**config.mk**
```make
export PLATFORM = sky130hd
export DESIGN_NAME = rtdbg_ctrl
export DESIGN_NICKNAME = d
export VERILOG_FILES = /design/src/rtl/rtdbg_pkg.sv /design/src/rtl/rtdbg_halt_pend.sv /design/src/rtl/rtdbg_fsm.sv /design/src/rtl/rtdbg_irq_arb.sv /design/src/rtl/rtdbg_ctrl.sv
export SDC_FILE = /design/constraint.sdc
export NUM_CORES = 1
export LEC_CHECK = 0
export ABC_AREA = 1
export BUFFER_PORTS_ARGS = -buffer_cell sky130_fd_sc_hd__buf_4
export CORE_MARGIN = 5
export CORE_UTILIZATION = 48
export DETAILED_ROUTE_END_ITERATION = 10
export PLACE_DENSITY = 0.8
export RECOVER_POWER = 100
export SETUP_SLACK_MARGIN = 0.3
export SYNTH_ARGS = -nofsm -noshare
export SYNTH_HDL_FRONTEND = slang
export SYNTH_SLANG_ARGS = --single-unit
```
**constraint.sdc**
```tcl
create_clock -name clk -period 3.25 [get_ports clk]
set_clock_uncertainty 0.2 [all_clocks]
set_input_delay 0.1625 -clock clk [delete_from_list [all_inputs] [get_ports clk]]
set_output_delay 0.1625 -clock clk [all_outputs]
set_load 0.05 [all_outputs]
```
**src/rtl/rtdbg_pkg.sv**
```systemverilog
package rtdbg_pkg;
  typedef enum logic [1:0] {
    ST_RUN  = 2'd0,
    ST_HALT = 2'd1,
    ST_STEP = 2'd2
  } dbg_state_e;
endpackage

```
**src/rtl/rtdbg_halt_pend.sv**
```systemverilog
module rtdbg_halt_pend (
  input  logic clk,
  input  logic rst_n,
  input  logic in_run,
  input  logic swbp,
  input  logic wp_hit,
  input  logic host_halt,
  input  logic dbgm,
  output logic enter_halt,
  output logic pend_q
);
  logic defer_req;

  assign defer_req  = pend_q | wp_hit | host_halt;
  assign enter_halt = in_run & (swbp | (defer_req & ~dbgm));

  always_ff @(posedge clk) begin
    if (!rst_n)          pend_q <= 1'b0;
    else if (enter_halt) pend_q <= 1'b0;
    else if (in_run)     pend_q <= defer_req;
    else                 pend_q <= 1'b0;
  end


  pend_clear_on_entry_chk: assert property (@(posedge clk) disable iff (!rst_n)
    enter_halt |=> !pend_q);
endmodule

```
**src/rtl/rtdbg_fsm.sv**
```systemverilog
module rtdbg_fsm
  import rtdbg_pkg::*;
(
  input  logic       clk,
  input  logic       rst_n,
  input  logic       enter_halt,
  input  logic       host_run,
  input  logic       host_step,
  input  logic       instr_done,
  output dbg_state_e state_q
);
  dbg_state_e state_d;

  always_comb begin
    state_d = state_q;
    unique case (state_q)
      ST_RUN:  if (enter_halt) state_d = ST_HALT;
      ST_HALT: begin
        if (host_run)       state_d = ST_RUN;
        else if (host_step) state_d = ST_STEP;
      end
      ST_STEP: if (instr_done) state_d = ST_HALT;
      default: state_d = ST_RUN;
    endcase
  end

  always_ff @(posedge clk) begin
    if (!rst_n) state_q <= ST_RUN;
    else        state_q <= state_d;
  end


  step_returns_halt_chk: assert property (@(posedge clk) disable iff (!rst_n)
    (state_q == ST_STEP && instr_done) |=> state_q == ST_HALT);

  halt_run_wins_chk: assert property (@(posedge clk) disable iff (!rst_n)
    (state_q == ST_HALT && host_run) |=> state_q == ST_RUN);
endmodule

```
**src/rtl/rtdbg_irq_arb.sv**
```systemverilog
module rtdbg_irq_arb #(
  parameter int NIRQ = 16,
  localparam int IDXW = (NIRQ > 1) ? $clog2(NIRQ) : 1
) (
  input  logic            clk,
  input  logic            rst_n,
  input  logic            halted,
  input  logic            intm,
  input  logic            dbgm,
  input  logic [NIRQ-1:0] ier,
  input  logic [NIRQ-1:0] dbgier,
  input  logic [NIRQ-1:0] irq_raise,
  input  logic            ack_ready,
  output logic            ack_valid,
  output logic [NIRQ-1:0] ack_onehot,
  output logic [IDXW-1:0] ack_idx
);
  logic [NIRQ-1:0] flag_q;
  logic [NIRQ-1:0] gate;
  logic [NIRQ-1:0] elig;
  logic [NIRQ-1:0] pick_oh;
  logic [IDXW-1:0] pick_idx;
  logic            found;
  logic            capture;

  always_comb begin
    if (intm && dbgm) gate = '0;
    else if (halted)  gate = dbgier;
    else if (intm)    gate = '0;
    else              gate = '1;
  end

  assign elig = flag_q & ier & gate;

  always_comb begin
    found    = 1'b0;
    pick_idx = '0;
    for (int i = NIRQ - 1; i >= 0; i--) begin
      if (elig[i]) begin
        found    = 1'b1;
        pick_idx = IDXW'(i);
      end
    end
  end

  assign pick_oh = NIRQ'(1) << pick_idx;
  assign capture = found & ~ack_valid;

  always_ff @(posedge clk) begin
    if (!rst_n) begin
      flag_q     <= '0;
      ack_valid  <= 1'b0;
      ack_onehot <= '0;
      ack_idx    <= '0;
    end else begin
      flag_q <= (flag_q & ~(capture ? pick_oh : '0)) | irq_raise;
      if (capture) begin
        ack_valid  <= 1'b1;
        ack_onehot <= pick_oh;
        ack_idx    <= pick_idx;
      end else if (ack_ready) begin
        ack_valid <= 1'b0;
      end
    end
  end


  ack_hold_chk: assert property (@(posedge clk) disable iff (!rst_n)
    (ack_valid && !ack_ready) |=> ack_valid && $stable(ack_idx) && $stable(ack_onehot));

  ack_onehot_chk: assert property (@(posedge clk) disable iff (!rst_n)
    ack_valid |-> $onehot(ack_onehot));

  double_mask_chk: assert property (@(posedge clk) disable iff (!rst_n)
    (!ack_valid && intm && dbgm) |=> !ack_valid);
endmodule

```
**src/rtl/rtdbg_ctrl.sv**
```systemverilog
module rtdbg_ctrl
  import rtdbg_pkg::*;
#(
  parameter int NIRQ = 16,
  localparam int IDXW = (NIRQ > 1) ? $clog2(NIRQ) : 1
) (
  input  logic            clk,
  input  logic            rst_n,
  input  logic            swbp_i,
  input  logic            wp_hit_i,
  input  logic            host_halt_i,
  input  logic            host_run_i,
  input  logic            host_step_i,
  input  logic            instr_done_i,
  input  logic            intm_i,
  input  logic            dbgm_i,
  input  logic [NIRQ-1:0] ier_i,
  input  logic [NIRQ-1:0] dbgier_i,
  input  logic [NIRQ-1:0] irq_raise_i,
  input  logic            dbg_acc_req_i,
  output logic            dbg_acc_gnt_o,
  output logic [1:0]      state_o,
  output logic            halt_o,
  output logic            ack_valid_o,
  input  logic            ack_ready_i,
  output logic [NIRQ-1:0] ack_onehot_o,
  output logic [IDXW-1:0] ack_idx_o
);
  dbg_state_e state_q;
  logic       enter_halt;
  logic       pend_q;

  rtdbg_halt_pend u_pend (
    .clk        (clk),
    .rst_n      (rst_n),
    .in_run     (state_q == ST_RUN),
    .swbp       (swbp_i),
    .wp_hit     (wp_hit_i),
    .host_halt  (host_halt_i),
    .dbgm       (dbgm_i),
    .enter_halt (enter_halt),
    .pend_q     (pend_q)
  );

  rtdbg_fsm u_fsm (
    .clk        (clk),
    .rst_n      (rst_n),
    .enter_halt (enter_halt),
    .host_run   (host_run_i),
    .host_step  (host_step_i),
    .instr_done (instr_done_i),
    .state_q    (state_q)
  );

  rtdbg_irq_arb #(.NIRQ(NIRQ)) u_arb (
    .clk        (clk),
    .rst_n      (rst_n),
    .halted     (state_q == ST_HALT),
    .intm       (intm_i),
    .dbgm       (dbgm_i),
    .ier        (ier_i),
    .dbgier     (dbgier_i),
    .irq_raise  (irq_raise_i),
    .ack_ready  (ack_ready_i),
    .ack_valid  (ack_valid_o),
    .ack_onehot (ack_onehot_o),
    .ack_idx    (ack_idx_o)
  );

  assign state_o       = state_q;
  assign halt_o        = (state_q == ST_HALT);
  assign dbg_acc_gnt_o = dbg_acc_req_i & ~dbgm_i;


  swbp_halts_chk: assert property (@(posedge clk) disable iff (!rst_n)
    (state_o == 2'd0 && swbp_i) |=> halt_o);

  dbgm_holds_run_chk: assert property (@(posedge clk) disable iff (!rst_n)
    (state_o == 2'd0 && dbgm_i && !swbp_i) |=> state_o == 2'd0);

  pend_idle_in_run_chk: assert property (@(posedge clk) disable iff (!rst_n)
    (state_o == 2'd0 && !dbgm_i && pend_q) |=> halt_o);
endmodule

```
==> results.py <==
metrics = {
    "sta": {
        "period_minus_slack_ps": 2850,
        "slew_violations": 0,
        "slew_headroom_pct": 36.4,
        "fin_tns_setup_ps": 0,
        "fin_crit_sh_pct": 87.6,
        "fin_ws_ps": 403,
        "max_freq_mhz": 351,
        "grt_setup_unrepaired": "false",
        "finalSetupViolations": 0,
        "final_hold_viol_count": 0,
        "tightest_slew_ps": 948,
    },
    "drt": {
        "routed-via-count": 2230,
        "drc_errors": 0,
        "viasPerCell": 5.13,
        "firstDrtPassIters": 5,
        "drtAntennaViolNets": 0,
        "avgRoutedWirePerCell_um": 14.0,
        "drt_iter0_drc": 94,
        "drt-total-wl_um": 6110,
    },
    "critical_path": {
        "cp_data_arrival_time_ps": 2800,
        "crit_buf_inv": 2,
        "cp-end-kind": "flop",
        "crit_slowest_cell": "dfxtp_1",
        "cp_top_family": "simple AND/OR/NAND/NOR gates",
        "worst_r2r_endpoint": "u_arb.flag_q[15]",
        "worstPathRequired_ps": 3200,
        "regToRegSetupSlack_ps": 400,
        "slowest_delay_ps": 390,
        "crit_fanout": 16,
        "crit_top_cell": "nor2_1",
        "reg2regPathDepth": 15,
        "worstSetupPathType": "flop to flop",
        "crit_path_start_kind": "flop",
        "cp_cell_sequence": "inv_1 -> nand2_4 -> nand2_8 -> o21ai_1 -> nor2_1 -> nand3_1 -> nand2_1 -> nor2_4 -> nand2_2 -> nor2_1 -> nand2_2 -> clkinv_2 -> nand4_1 -> a21oi_1 -> nor2_1",
        "r2r-start": "u_fsm.state_q[1]",
    },
    "placement": {
        "hpwl_um": 4500,
        "placed_cell_area_um2": 2700,
        "dp_slack_ps": 388,
        "gp_congestion": 0.932,
        "numPortBuffers": 84,
    },
    "cells_and_area": {
        "diodes": 0,
        "drive_above_1_share_pct": 26.2,
        "syn2layout_area_growth_pct": 40.8,
        "final_nets": 445,
        "design_area_um2": 2890,
        "most-common-layout-cells": "59 x buf_4, 49 x nand2_1, 39 x dfxtp_1",
        "layout_commonest_cell": "buf_4",
    },
    "synth": {
        "ys_async_sr_fraction_pct": 0,
        "synth_seq_area_share_pct": 39.1,
        "ys_types": 35,
        "synth_seq_cells": 40,
        "synth-edff-count": 0,
        "synthesis.nets": 338,
        "ys_warn_count": 0,
        "synth_area_per_cell_um2": 7.37,
        "synth_ff_type": "dfxtp_1",
        "netlist_instances": 278,
        "syn_area_um2": 2050,
    },
    "global_route": {
        "grt_max_degree": 36,
        "grt_pass1_vias": 2038,
        "grt_pass1_wl_um": 9360,
        "antenna_found_initial": 0,
        "grt_usage_pct": 21.6,
        "grt_overflow": 0,
    },
    "floorplanning": {
        "start_util_pct": 50.5,
        "core_um2": 4060,
        "pin_count": 85,
        "die-area_um2": 5680,
        "rows": 23,
        "die_h_um": 75.3,
        "die_w_um": 75.3,
    },
    "worst_hold_path": {
        "hold_depth": 4,
        "hp-start": "host_run_i",
        "hold_end": "u_fsm.state_q[1]",
        "hold_class": "primary input to flop",
    },
    "clocking": {
        "clock_sinks": 40,
        "root_buffer": "clkbuf_8",
        "h-tree-depth": 2,
        "cts_tree": "done",
        "clk_path_buf_depth": 2,
        "clk_latency_ps": 290,
        "clk_pin_slew_ps": 70,
        "cts_buffers": 5,
    },
    "outcome": {
        "status": "completed",
    },
    "pwr": {
        "pwr-share-clk_pct": 21.8,
        "p_leak_uw": 0.00132,
        "netSwitchingFraction_pct": 38.9,
        "seq_power_share_pct": 40.4,
        "power.density_nw_per_um2": 485,
        "power.total_uw": 1400,
        "internal-power_uw": 854,
        "power_frac_comb_pct": 37.8,
        "switchingPower_uw": 545,
        "ir_drop_mv": 0.369,
    },
    "flow_run": {
        "drv_cap": 0,
    },
}
-- how the worst max path moves through the flow --
stage | start | to | slack (ps) | depth (start not counted)
5_1_grt | u_fsm.state_q[1] | u_arb.flag_q[12] | 160 | 15
6_report | u_fsm.state_q[1] | u_arb.flag_q[15] | 400 | 15
4_1_cts | u_fsm.state_q[0] | u_arb.flag_q[7] | 380 | 15
2_1_floorplan | u_fsm.state_q[0] | u_arb.flag_q[13] | 370 | 21
3_5_place_dp | u_fsm.state_q[0] | u_arb.flag_q[7] | 390 | 15
3_3_place_gp | u_fsm.state_q[0] | u_arb.flag_q[7] | 430 | 15
-- power by group through the flow --
stage,registers (µW),logic [µW],clock network [µW]
after detailed placement,575,528,0
after global routing,569,575,330
after global placement,574,525,0
after CTS,564,550,311
after floorplan,659,289,0
final,565,529,305
-- repair_timing --
action / in CTS / in global routing
buffers inserted: 0 / 2
hold endpoints to repair: 23 / 0
gates resized for setup: 0 / 3
setup endpoints to repair: 0 / 24
hold buffers: 21 / 0
-- through the flow --
| stage | hold WS (ps) | utilization, % | std cells |
|---|---|---|---|
| final | 18.0 | 71.1 | 435 |
| after global routing | 79.4 | 71.1 | 435 |
| after CTS | 22.1 | 73.5 | 433 |
| after detailed placement | 177 | 66.4 | 405 |
| after global placement | 167 | 66.4 | 405 |
| after floorplan | 79.9 | - | 278 |
-- cell families (layout without fill, tap and decap cells) --
family,Yosys count,in the layout,synth area share (%)
DFF,40,40,39.1
and+or+nand+nor,130,130,31.3
AOI/OAI and AO/OA,70,70,21.4
buffers and inverters,38,145,8.30
-- synthesized netlist by cell type, types with 2 or more instances --
cell / count / share of area, %
nor2_2: 5 / 1.5
nor3_1: 3 / 0.73
nand2_1: 48 / 8.8
nand4_1: 10 / 3.1
inv_2: 7 / 1.3
o211ai_1: 2 / 0.73
inv_1: 21 / 3.8
o21ai_0: 6 / 1.5
o21ai_1: 8 / 2.0
clkbuf_1: 3 / 0.55
a21oi_4: 3 / 2.4
nand2_4: 4 / 2.2
dfxtp_1: 40 / 39
a21oi_1: 37 / 9.0
nor2_1: 37 / 6.8
o21ai_2: 5 / 2.1
nand3_1: 12 / 2.9
o21bai_1: 4 / 1.5
nand3_2: 2 / 0.98
nand2_2: 5 / 1.5
nand4_2: 2 / 1.2
-- tightest hold or removal path, delay by kind of cell --
family	cells	cell delay, ps
AO/OA/AOI/OAI	2	140
buffers and inverters	1	80
AND/OR/NAND/NOR	1	80
-- layout make-up --
type / instances / area, µm²
Clock buffer: 6 / 72.6
Sequential cell: 40 / 802
Timing Repair Buffer: 107 / 758
Clock inverter: 1 / 5.00
Fill cell: 357 / 1170
Multi-Input combinational cell: 200 / 1060
Tap cell: 50 / 62.6
Inverter: 31 / 120
-- registers in the layout, indices dropped and copies added (netlist names) --
| signal | flops |
|---|---|
| u_arb.ack_onehot | 16 |
| u_arb.flag_q | 16 |
| u_arb.ack_idx | 4 |
| u_fsm.state_q | 2 |
| u_arb.ack_valid | 1 |
| u_pend.pend_q | 1 |
-- routing by layer --
layer	part of all wire [%]	GRT usage, %
met1	44	29.7
met2	46	34.1
met3	7.8	4.22
met4	2.1	7.57
met5	0	0
Note: power is estimated with default switching activity, not from simulation.
